--- src/rtl/icu_cascade_pkg.sv ---
package icu_cascade_pkg;
  localparam int SLICE_LINES = 8;
  localparam int IDX_W       = $clog2(SLICE_LINES);
  localparam int NUM_SLICES  = 2;
  localparam int TOTAL_LINES = SLICE_LINES * NUM_SLICES;
  localparam int GLINE_W     = $clog2(TOTAL_LINES);
  localparam int BASE_W      = 5;
  localparam int VEC_W       = BASE_W + IDX_W;
  localparam int CASC_IDX    = 2;
  localparam int SPUR_IDX    = SLICE_LINES - 1;

  // Lowest set bit of a slice vector; returns 0 for an empty vector.
  function automatic logic [IDX_W-1:0] lowest_idx(input logic [SLICE_LINES-1:0] v);
    logic [IDX_W-1:0] r;
    r = '0;
    for (int i = SLICE_LINES - 1; i >= 0; i--) begin
      if (v[i]) r = IDX_W'(i);
    end
    return r;
  endfunction
endpackage

--- src/rtl/icu_resolver_slice.sv ---
module icu_resolver_slice
  import icu_cascade_pkg::*;
#(
  parameter logic [SLICE_LINES-1:0] PULSE_ONLY = '0
) (
  input  logic                   clk,
  input  logic                   rst_n,
  input  logic [SLICE_LINES-1:0] line_in,
  input  logic [SLICE_LINES-1:0] pulse_set,
  input  logic [SLICE_LINES-1:0] mask,
  input  logic [SLICE_LINES-1:0] level_sel,
  input  logic                   ack_en,
  input  logic [IDX_W-1:0]       ack_idx,
  input  logic                   eoi_en,
  input  logic [IDX_W-1:0]       eoi_idx,
  output logic                   win_hit,
  output logic [IDX_W-1:0]       win_idx
);
  logic [SLICE_LINES-1:0] irr_q, isr_q, last_q;
  logic [SLICE_LINES-1:0] irr_n, isr_n;
  logic [SLICE_LINES-1:0] line_eff, level_eff, rise, pend;
  logic [IDX_W-1:0]       pend_idx, serv_idx;

  // Pulse-only lines take no external input and are always edge style.
  assign line_eff  = line_in & ~PULSE_ONLY;
  assign level_eff = level_sel & ~PULSE_ONLY;
  assign rise      = line_eff & ~last_q;

  always_comb begin
    irr_n = (level_eff & line_eff) | (~level_eff & (irr_q | rise)) | pulse_set;
    if (ack_en && !level_eff[ack_idx]) irr_n[ack_idx] = 1'b0;
    isr_n = isr_q;
    if (eoi_en) isr_n[eoi_idx] = 1'b0;
    if (ack_en) isr_n[ack_idx] = 1'b1;
  end

  always_ff @(posedge clk or negedge rst_n) begin
    if (!rst_n) begin
      irr_q  <= '0;
      isr_q  <= '0;
      last_q <= '0;
    end else begin
      irr_q  <= irr_n;
      isr_q  <= isr_n;
      last_q <= line_eff;
    end
  end

  assign pend     = irr_q & ~mask;
  assign pend_idx = lowest_idx(pend);
  assign serv_idx = lowest_idx(isr_q);
  assign win_hit  = (|pend) && ((isr_q == '0) || (pend_idx < serv_idx));
  assign win_idx  = pend_idx;

  assert_ack_in_service_R5: assert property (@(posedge clk) disable iff (!rst_n)
    ack_en |=> isr_q[$past(ack_idx)]);

  assert_eoi_clears_R10: assert property (@(posedge clk) disable iff (!rst_n)
    (eoi_en && !(ack_en && ack_idx == eoi_idx)) |=> !isr_q[$past(eoi_idx)]);

  assert_edge_ack_drops_R11: assert property (@(posedge clk) disable iff (!rst_n)
    (ack_en && !level_eff[ack_idx]) |=> !irr_q[$past(ack_idx)]);
endmodule

--- src/rtl/icu_ack_steer.sv ---
module icu_ack_steer
  import icu_cascade_pkg::*;
(
  input  logic               m_hit,
  input  logic [IDX_W-1:0]   m_idx,
  input  logic               s_hit,
  input  logic [IDX_W-1:0]   s_idx,
  input  logic [BASE_W-1:0]  master_base,
  input  logic [BASE_W-1:0]  slave_base,
  output logic               m_take,
  output logic               s_take,
  output logic [VEC_W-1:0]   vec,
  output logic [GLINE_W-1:0] gline
);
  localparam logic [IDX_W-1:0] SPUR = IDX_W'(SPUR_IDX);
  localparam logic [IDX_W-1:0] CASC = IDX_W'(CASC_IDX);

  always_comb begin
    m_take = 1'b0;
    s_take = 1'b0;
    vec    = {master_base, SPUR};
    gline  = {1'b0, SPUR};
    if (m_hit) begin
      m_take = 1'b1;
      if (m_idx != CASC) begin
        vec   = {master_base, m_idx};
        gline = {1'b0, m_idx};
      end else if (s_hit) begin
        s_take = 1'b1;
        vec    = {slave_base, s_idx};
        gline  = {1'b1, s_idx};
      end else begin
        vec   = {slave_base, SPUR};
        gline = {1'b1, SPUR};
      end
    end
  end
endmodule

--- src/rtl/icu_cascade_ack.sv ---
module icu_cascade_ack
  import icu_cascade_pkg::*;
(
  input  logic                   clk,
  input  logic                   rst_n,
  input  logic [TOTAL_LINES-1:0] irq_in,
  input  logic [TOTAL_LINES-1:0] irq_mask,
  input  logic [TOTAL_LINES-1:0] level_sel,
  input  logic [BASE_W-1:0]      master_base,
  input  logic [BASE_W-1:0]      slave_base,
  input  logic                   ack_stb,
  input  logic                   eoi_stb,
  input  logic [GLINE_W-1:0]     eoi_line,
  output logic                   int_req,
  output logic                   vec_valid,
  output logic [VEC_W-1:0]       vec_out,
  output logic [GLINE_W-1:0]     vec_line
);
  localparam logic [SLICE_LINES-1:0] CASC_MASK = SLICE_LINES'(1) << CASC_IDX;

  logic [NUM_SLICES-1:0]            hit_v, take_v, eoi_v;
  logic [NUM_SLICES-1:0][IDX_W-1:0] idx_v;
  logic [SLICE_LINES-1:0]           casc_pulse;
  logic [VEC_W-1:0]                 vec_d;
  logic [GLINE_W-1:0]               gline_d;
  logic                             m_take, s_take;

  // Slave winner reaches master line 2 as a one-cycle set.
  always_comb begin
    casc_pulse           = '0;
    casc_pulse[CASC_IDX] = hit_v[1];
  end

  // Global line bit 3 picks the slice, low bits the line.
  assign eoi_v[0] = eoi_stb && !eoi_line[GLINE_W-1];
  assign eoi_v[1] = eoi_stb &&  eoi_line[GLINE_W-1];
  assign take_v   = {s_take, m_take} & {NUM_SLICES{ack_stb}};

  for (genvar g = 0; g < NUM_SLICES; g++) begin : g_slice
    localparam logic [SLICE_LINES-1:0] PO = (g == 0) ? CASC_MASK : '0;
    icu_resolver_slice #(.PULSE_ONLY(PO)) u_slice (
      .clk       (clk),
      .rst_n     (rst_n),
      .line_in   (irq_in[g*SLICE_LINES +: SLICE_LINES]),
      .pulse_set ((g == 0) ? casc_pulse : '0),
      .mask      (irq_mask[g*SLICE_LINES +: SLICE_LINES]),
      .level_sel (level_sel[g*SLICE_LINES +: SLICE_LINES]),
      .ack_en    (take_v[g]),
      .ack_idx   (idx_v[g]),
      .eoi_en    (eoi_v[g]),
      .eoi_idx   (eoi_line[IDX_W-1:0]),
      .win_hit   (hit_v[g]),
      .win_idx   (idx_v[g])
    );
  end

  icu_ack_steer u_steer (
    .m_hit       (hit_v[0]),
    .m_idx       (idx_v[0]),
    .s_hit       (hit_v[1]),
    .s_idx       (idx_v[1]),
    .master_base (master_base),
    .slave_base  (slave_base),
    .m_take      (m_take),
    .s_take      (s_take),
    .vec         (vec_d),
    .gline       (gline_d)
  );

  assign int_req = hit_v[0];

  always_ff @(posedge clk or negedge rst_n) begin
    if (!rst_n) begin
      vec_valid <= 1'b0;
      vec_out   <= '0;
      vec_line  <= '0;
    end else begin
      vec_valid <= ack_stb;
      if (ack_stb) begin
        vec_out  <= vec_d;
        vec_line <= gline_d;
      end
    end
  end

  assert_vec_pulse_R9: assert property (@(posedge clk) disable iff (!rst_n)
    ack_stb |=> vec_valid);

  assert_vec_quiet_R9: assert property (@(posedge clk) disable iff (!rst_n)
    !ack_stb |=> !vec_valid);

  assert_idle_spurious_R8: assert property (@(posedge clk) disable iff (!rst_n)
    (ack_stb && !int_req) |=> (vec_line == GLINE_W'(SPUR_IDX)
      && vec_out == {$past(master_base), IDX_W'(SPUR_IDX)}));

  assert_slave_base_R6: assert property (@(posedge clk) disable iff (!rst_n)
    (vec_valid && vec_line[GLINE_W-1]) |-> vec_out[VEC_W-1:IDX_W] == $past(slave_base));

  assert_master_base_R5: assert property (@(posedge clk) disable iff (!rst_n)
    (vec_valid && !vec_line[GLINE_W-1]) |-> vec_out[VEC_W-1:IDX_W] == $past(master_base));
endmodule

--- config.mk ---
export PLATFORM = sky130hd
export DESIGN_NAME = icu_cascade_ack
export DESIGN_NICKNAME = d
export VERILOG_FILES = /design/src/rtl/icu_cascade_pkg.sv /design/src/rtl/icu_resolver_slice.sv /design/src/rtl/icu_ack_steer.sv /design/src/rtl/icu_cascade_ack.sv
export SDC_FILE = /design/constraint.sdc
export NUM_CORES = 1
export LEC_CHECK = 0
export ABC_AREA = 1
export BUFFER_PORTS_ARGS = -buffer_cell sky130_fd_sc_hd__buf_2
export CORE_AREA = 2 2 80 82
export DETAILED_ROUTE_END_ITERATION = 6
export DIE_AREA = 0 0 82 84
export PLACE_DENSITY = 0.86
export REMOVE_ABC_BUFFERS = 1
export SLEW_MARGIN = 5
export SYNTH_ARGS = -nofsm -noshare
export SYNTH_HDL_FRONTEND = slang
export SYNTH_HIERARCHICAL = 1
export SYNTH_SLANG_ARGS = --single-unit
--- constraint.sdc ---
create_clock -name clk -period 7.3 [get_ports clk]
set_input_delay 1.095 -clock clk [delete_from_list [all_inputs] [get_ports clk]]
set_output_delay 1.095 -clock clk [all_outputs]
set_load 0.1 [all_outputs]
Yosys cells after proc, flatten, opt, wreduce, memory -nomap -nowiden
Index checks and enable logic that the tools add are counted.
W data, S select, Z words.
{ "classes": {"magnitude_cmp": 8, "muxes": 58, "n_eq_ne": 1, "reduce_logical": 18, "bitwise": 29} }
{ "op_table": {"columns": ["op", "n"], "rows": [
  ["$mux W3", 34],
  ["$and A8 B8 Y8", 12],
  ["$not A8 Y8", 9],
  ["$mux W8", 8],
  ["$or A8 B8 Y8", 6],
  ["$logic_not A8 Y1", 2],
  ["$reduce_or A8 Y1", 2],
  ["$lt A3 B4 Y1 const B", 3],
  ["$demux W1 S3", 3],
  ["$ge A3 B1 Y1 const B", 3],
  ["$logic_and A1 B1 Y1", 9],
  ["$mux W1", 9],
  ["$mux W4", 2],
  ["$or A8 B3 Y8", 1],
  ["$bmux W1 S3", 2],
  ["$lt A3 B3 Y1", 2],
  ["$logic_not A1 Y1", 3],
  ["$ne A3 B2 Y1 const B", 1],
  ["$and A2 B2 Y2", 1],
  ["$logic_or A1 B1 Y1", 2]
]} }
{ "totals": {"wordCells": 123, "regBits": 60, "output_inout_bits": 14, "in_bits": 66} }

Depth between registers and ports, before layout
Gate-level depths: netlist (run 1).
{ "depth": {"word_depth": 19, "mapped_depth": 23, "depth_no_buf": 23} }

By module
The synthesis (run 1) kept the hierarchy.
{ "by_module_without_submodules": {"columns": ["module", "seq_area_each_um2", "cells_each", "area_per_inst_um2", "instances"], "rows": [
  ["icu_resolver_slice at g_slice[1].u_slice", 600.6, 175, 1326.3, 1],
  ["icu_resolver_slice at g_slice[0].u_slice", 575.6, 164, 1265.0, 1],
  ["icu_cascade_ack", 325.3, 61, 516.7, 1],
  ["icu_ack_steer", 0.0, 38, 196.4, 1]
]} }

Worst setup path before layout (run 1)
OpenSTA, ideal clock, no wires.
{ "synth_path": {"path_kind": "input port to flip-flop", "from": "input irq_mask[7]", "to": "register g_slice[1].u_slice.irr_q[0]", "setup_slack_ps": 2275, "arrival_time_ps": 4892, "required_ps": 7168, "setup_ps": 132, "stages": 18, "n_path_buf": 0, "cell_sequence": "o21ai_0 nand3_1 a31oi_1 ha_1 nand2_1 inv_1 nand2_1 nand2_1 a21oi_1 inv_2 nor2_4 nand2_4 nor2_2 nand2_1 inv_1 clkinv_1 nor2_4 a31oi_1"} }
{ "synth_rtl": {"columns": ["element", "line", "source"], "rows": [
  ["start: declaration", "icu_cascade_ack.sv:7", "input logic [TOTAL_LINES-1:0] irq_mask,"],
  ["end signal: assignment", "icu_resolver_slice.sv:43", "irr_q <= irr_n;"],
  ["end: declaration", "icu_resolver_slice.sv:19", "logic [SLICE_LINES-1:0] irr_q, isr_q, last_q;"]
]} }

==> impl_metrics.json, run 1 <==
{
  "placedInstanceArea_um2": 3770,
  "first_pass_iters": 4,
  "gp_routability_congestion": 0.883,
  "critical_path_peak_fanout": 8,
  "maxCapViolCount": 0,
  "dpl_worst_slack_ns": 2.69,
  "design.core.area_um2": 6100,
  "synthesis.yosys.warnings": 6,
  "achievable-frequency_ghz": 0.215,
  "fin_worst_skew_ns": 0.0158,
  "rsz0062_at_grt": "false",
  "detailroute.via_count": 3188,
  "synth-async-reset-ratio_pct": 100,
  "detailedRoute.firstIterationViolations": 167,
  "first_global_vias": 3215,
  "synth_top_flop_cell": "sky130_fd_sc_hd__dfrtp_1",
  "tightestPinTransition_ns": 0.759,
  "post-route-util_pct": 65.3,
  "powerDensity_nw_per_um2": 317,
  "crit_path_start_kind": "primary input",
  "static-leakage-power_nw": 2.20,
  "layout_min_cycle_time_ns": 4.65,
  "port_bufs": 77,
  "die-area_um2": 6890,
  "ports": 80,
  "timing.critical_path.slowest_stage_cell": "sky130_fd_sc_hd__nor2_1",
  "slew_violations": 0,
  "timing_worst_setup_path_type": "primary input to output pin",
  "run_status": "finished, final reports clean",
  "antenna_left": 0,
  "avgViaCountPerCell": 5.18,
  "pin_count_of_the_biggest_net_entering_global_routing": 61,
  "worst_ir_drop_vdd_mv": 0.382,
  "netlist_area_um2": 3300,
  "synthesis_to_layout_area_growth_pct": 20.4,
  "cts-buffers-inserted": 9,
  "total_met2_wirelength_after_detailed_routing_um": 3970,
  "clk_path_buf_depth": 2,
  "detail_route.drc_violations": 0,
  "ctsHoldBuffers": 0,
  "clock_latency_ns": 0.33,
  "cts-root-buf": "sky130_fd_sc_hd__clkbuf_8",
  "worst_slack_ns": 2.65,
  "layoutNonFillerInstCount": 615,
  "finalHoldViolCount": 0,
  "topRoutingLayerUsed": "met4",
  "tritoncts": "yes",
  "delay_of_the_slowest_cell_on_the_worst_path_ns": 0.54,
  "global_route.overflow_total": 0,
  "antenna_violations_before_repair": 0,
  "cp.buffers_inverters": 2,
  "grt_util_all_layers_pct": 24.9,
  "synth_edf_count": 0,
  "timing.critical_path.required_ns": 6.20,
  "timing.critical_path.cells": "buf_2 > o21ai_0 > nor2_1 > nor2_1 > ha_1 > a21oi_1 > nand2_1 > a21oi_1 > buf_2",
  "setup-violations-final": 0,
  "ff2ff_setup_slack_ns": 3.74,
  "dp.cells": 599,
  "route.met3.wl_um": 391,
  "slew_headroom_pct": 49.4,
  "nNetsFinal": 603,
  "critPathCaptureType": "output pin",
  "cp_data_arrival_time_ns": 3.56,
  "yosysSeqAreaShare_pct": 45.4,
  "routed_wl_um": 7760,
  "final_cell_area_um2": 3980,
  "drive_gt1_share_pct": 20.8,
  "die_width_um": 82,
  "clock-sinks": 60,
  "cts_max_level": 3,
  "final.period_utilization_pct": 63.8,
  "antenna_cells_inserted": 0,
  "crit_family": "compound AO/OA/AOI/OAI gates",
  "postCtsResizedCells": 0,
  "clkSlewWorstSetupHoldPaths_ns": 0.07,
  "grt_pass1_wl_um": 13400,
  "place.detailed.hpwl_um": 5880,
  "initial_utilization_pct": 54.2,
  "met1Wirelength_um": 3230,
  "die_y_um": 84,
  "postSynthCellCount": 438,
  "finalSetupTns_ns": 0,
  "syn-mean-instance-area_um2": 7.54,
  "row_count": 29,
  "hold_slack_ns": 0.467,
  "total_setup_buffers_inserted_after_cts": 0,
  "netlist-cell-type-count": 30,
  "hp-class": "flop to flop",
  "detail_route.wl_per_cell_um": 12.6,
  "synth.ff_latch_count": 60,
  "power_mw": 1.26
}
[power breakdown]
group	internal [mW]	switching, mW	total (mW)	leakage, nW
clock	0.175	0.127	0.302	0.102
combinational	0.123	0.397	0.521	1.40
sequential	0.393	0.0430	0.436	0.699
total	0.691	0.568	1.26	2.20
[final cells by class]
| class | count | area, um2 |
|---|---|---|
| Clock inverter | 4 | 47.5 |
| Multi-Input combinational cell | 304 | 1480 |
| Clock buffer | 12 | 155 |
| Sequential cell | 60 | 1500 |
| Timing Repair Buffer | 78 | 393 |
| Inverter | 80 | 303 |
| Tap cell | 77 | 96.3 |
| Fill cell | 522 | 2120 |
[per-layer routing]
metal | global-route usage, % | up-vias
met2 | 42.1 | 113
met4 | 11.7 | 0
met3 | 4.44 | 19
li1 | - | 1586
met5 | 0 | -
met1 | 30.2 | 1470
[final timing paths]
kind	cells past startpoint	to	from
min in group asynchronous	2	g_slice[1].u_slice/isr_q[5]	rst_n
hold / removal	2	vec_out[2]	vec_out[2]
hold reg to reg	2	vec_out[2]	vec_out[2]
setup / recovery	9	int_req	irq_mask[7]
max in group asynchronous	2	g_slice[1].u_slice/last_q[4]	rst_n
setup reg to reg	17	g_slice[1].u_slice/irr_q[5]	g_slice[0].u_slice/irr_q[7]
[cell families (layout without fill, tap and decap cells)]
logic type | count (synthesis) | after routing | share of synthesized area [%]
other | 1 | 15 | 0.113
AOI/OAI and AO/OA | 84 | 84 | 15.7
adders and majority gates | 4 | 4 | 1.51
buffers and inverters | 88 | 174 | 11.3
DFF | 60 | 60 | 45.4
and+or+nand+nor | 201 | 201 | 25.9
[cell usage after synthesis, drive strengths merged, types with 2 or more instances]
| library cell | number | area, um2 |
|---|---|---|
| nor2 | 29 | 144 |
| nand3 | 12 | 60.1 |
| o31ai | 3 | 22.5 |
| o21ai | 35 | 179 |
| nor4 | 3 | 33.8 |
| buf | 8 | 71.3 |
| dfrtp | 60 | 1500 |
| nand4 | 3 | 25.0 |
| clkinv | 2 | 7.51 |
| ha | 4 | 50.1 |
| a31oi | 16 | 100 |
| o211ai | 2 | 15.0 |
| a21oi | 12 | 63.8 |
| nand2 | 148 | 563 |
| inv | 78 | 295 |
| a221oi | 15 | 131 |
| nor3 | 6 | 30.0 |
[flip-flops by register name (all words and copies together), names as in the netlist]
name                    count
g_slice.u_slice/irr_q      16
g_slice.u_slice/isr_q      16
g_slice.u_slice/last_q     15
vec_out                     8
vec_line                    4
vec_valid                   1
[cell usage in the layout, fill, tap and decap left out, types with 2 or more instances in the layout]
master	Yosys	final
sky130_fd_sc_hd__nand4_1	2	2
sky130_fd_sc_hd__o31ai_1	3	3
sky130_fd_sc_hd__nor3_1	6	6
sky130_fd_sc_hd__clkinv_1	2	2
sky130_fd_sc_hd__clkinv_2	0	2
sky130_fd_sc_hd__nor2_2	2	2
sky130_fd_sc_hd__inv_1	70	70
sky130_fd_sc_hd__nand2_1	147	147
sky130_fd_sc_hd__buf_2	0	77
sky130_fd_sc_hd__ha_1	4	4
sky130_fd_sc_hd__a31oi_1	16	16
sky130_fd_sc_hd__a21oi_1	11	11
sky130_fd_sc_hd__dfrtp_1	60	60
sky130_fd_sc_hd__nand3_1	12	12
sky130_fd_sc_hd__a221oi_1	15	15
sky130_fd_sc_hd__inv_2	7	7
sky130_fd_sc_hd__nor2_1	23	23
sky130_fd_sc_hd__nor2_4	4	4
sky130_fd_sc_hd__nor4_1	2	2
sky130_fd_sc_hd__conb_1	1	15
sky130_fd_sc_hd__o21ai_1	6	6
sky130_fd_sc_hd__o211ai_1	2	2
sky130_fd_sc_hd__clkbuf_8	0	11
sky130_fd_sc_hd__o21ai_0	28	28
[tightest hold or removal path, delay by kind of cell (launching register included)]
kind | cells | cell delay, ns
flip-flops | 1 | 0.34
AND/OR/NAND/NOR | 2 | 0.09
No activity file was read; power rests on OpenSTA's default activity.
==> inputs of run 2 (changes only) <==
Settings changed: CORE_AREA 2 2 80 82 to 2 2 86 88, DIE_AREA 0 0 82 84 to 0 0 88 90, PLACE_DENSITY 0.86 to 0.79.
Clock period 7.3 ns to 4.16 ns, I/O delays scaled along.
==> impl_metrics.json, run 2 (same netlist as run 1, synthesis figures left out) <==
{
  "ff2ff_setup_slack_ns": 0.94,
  "port_bufs": 77,
  "detailroute.via_count": 3120,
  "maxCapViolCount": 0,
  "crit_path_start_kind": "primary input",
  "die-area_um2": 7920,
  "cts-root-buf": "sky130_fd_sc_hd__clkbuf_8",
  "layoutNonFillerInstCount": 641,
  "first_global_vias": 2954,
  "initial_utilization_pct": 47.1,
  "drive_gt1_share_pct": 21.4,
  "first_pass_iters": 4,
  "end_point_of_the_critical_path": "int_req",
  "postCtsResizedCells": 0,
  "clock-sinks": 60,
  "cts-buffers-inserted": 9,
  "worst_r2r_path_depth": 20,
  "grt_util_all_layers_pct": 20.3,
  "run_status": "finished, final reports clean",
  "setup-violations-final": 0,
  "final_cell_area_um2": 4040,
  "detailedRoute.firstIterationViolations": 146,
  "rsz0062_at_grt": "false",
  "antenna_cells_inserted": 0,
  "pin_count_of_the_biggest_net_entering_global_routing": 34,
  "die_y_um": 90,
  "worstReg2RegEnd": "g_slice[1].u_slice/irr_q[5]",
  "total_setup_buffers_inserted_after_cts": 0,
  "tritoncts": "yes",
  "antenna_violations_before_repair": 0,
  "timing_worst_setup_path_type": "primary input to output pin",
  "hp-class": "primary input to async pin",
  "critPathLaunch": "irq_mask[7]",
  "finalHoldViolCount": 0,
  "post-route-util_pct": 57.5,
  "clock_latency_ns": 0.34,
  "ports": 80,
  "clk_path_buf_depth": 2,
  "achievable-frequency_ghz": 0.291,
  "synthesis_to_layout_area_growth_pct": 22.1,
  "antenna_left": 0,
  "gp_routability_congestion": 0.878,
  "ctsHoldBuffers": 0,
  "global_route.overflow_total": 0,
  "static-leakage-power_nw": 2.22,
  "dp.cells": 625,
  "critPathCaptureType": "output pin",
  "avgViaCountPerCell": 4.87,
  "cp_data_arrival_time_ns": 2.82,
  "grt_pass1_wl_um": 12900,
  "routed_wl_um": 7600,
  "layout_min_cycle_time_ns": 3.44,
  "timing.critical_path.required_ns": 3.54,
  "ff_to_ff_start": "g_slice[0].u_slice/irr_q[7]",
  "design.core.area_um2": 7020,
  "tightestPinTransition_ns": 0.749,
  "most_frequent_standard_cell_in_the_layout_excluding_fill_and_tap_cells": "sky130_fd_sc_hd__nand2_1",
  "fin_worst_skew_ns": 0.0127,
  "slew_violations": 0,
  "final.period_utilization_pct": 82.7,
  "critical_path_peak_fanout": 8,
  "placedInstanceArea_um2": 3830,
  "place.detailed.hpwl_um": 5850,
  "top_regs": "g_slice.u_slice/irr_q x16, g_slice.u_slice/isr_q x16, g_slice.u_slice/last_q x15",
  "hold_slack_ns": 0.348,
  "powerDensity_nw_per_um2": 551,
  "most-common-layout-cells": "sky130_fd_sc_hd__nand2_1 (147), sky130_fd_sc_hd__buf_2 (77), sky130_fd_sc_hd__inv_1 (70)",
  "slew_headroom_pct": 50.1,
  "clkSlewWorstSetupHoldPaths_ns": 0.07,
  "detail_route.wl_per_cell_um": 11.9,
  "detail_route.drc_violations": 0,
  "nNetsFinal": 607,
  "cts_max_level": 3,
  "worst_ir_drop_vdd_mv": 0.265,
  "row_count": 31,
  "die_width_um": 88
}
-- run 2: cell count changes in the layout (fill, tap and decap cells not counted) --
cell	change
sky130_fd_sc_hd__buf_4	+4
-- run 2: routing by layer --
| layer | vias to the layer above | part of all wire, % | routed length, um | track usage (%) |
|---|---|---|---|---|
| li1 | 1592 | - | - | - |
| met1 | 1460 | 45 | 3430 | 26.3 |
| met3 | 6 | 4.0 | 306 | 4.59 |
| met4 | 0 | 1.0 | 79 | 4.74 |
| met2 | 62 | 50 | 3790 | 34.4 |
| met5 | - | 0 | 0 | 0 |
-- run 2: critical path, stage by stage --
cell and delay, ns:
sky130_fd_sc_hd__buf_2 0.11, sky130_fd_sc_hd__o21ai_0 0.33, sky130_fd_sc_hd__nand3_1 0.12, sky130_fd_sc_hd__a31oi_1 0.15
sky130_fd_sc_hd__buf_4 0.18, sky130_fd_sc_hd__ha_1 0.24, sky130_fd_sc_hd__nand2_1 0.06, sky130_fd_sc_hd__inv_1 0.03
sky130_fd_sc_hd__nand2_1 0.05, sky130_fd_sc_hd__nand2_1 0.04, sky130_fd_sc_hd__a21oi_1 0.35, sky130_fd_sc_hd__buf_2 0.52
-- run 2: area by class of cell --
type                       instances  area, um2
timing repair buffer              82        423
inverter                          80        303
clock buffer                      12        155
fill                             646       2990
tap                               99        124
multi-input combinational        304       1480
clock inverter                     4       47.5
sequential                        60       1500
-- run 2: report_power, final --
group	internal [mW]	switching, mW
sequential	0.689	0.0735
clock	0.308	0.231
combinational	0.222	0.701
total	1.22	1.01
-- run 2: worst min-delay path by stage --
stage	slack, ns	startpoint	cells past startpoint	end
global placement	0.45	vec_out[3]	2	vec_out[3]
finish	0.35	rst_n	1	g_slice[1].u_slice/last_q[0]
global route	0.39	irq_in[15]	1	g_slice[1].u_slice/last_q[7]
CTS	0.39	rst_n	1	g_slice[1].u_slice/last_q[0]
detailed placement	0.46	vec_line[1]	2	vec_line[1]
floorplan	0.33	rst_n	0	g_slice[0].u_slice/irr_q[0]
-- run 2: per-stage QoR --
step,setup WS [ns],TNS [ns],power (mW)
floorplan,-0.395,-7.26,1.48
global placement,0.716,0,1.66
detailed placement,0.609,0,1.69
CTS,0.711,0,2.23
global route,0.520,0,2.36
finish,0.720,0,2.22
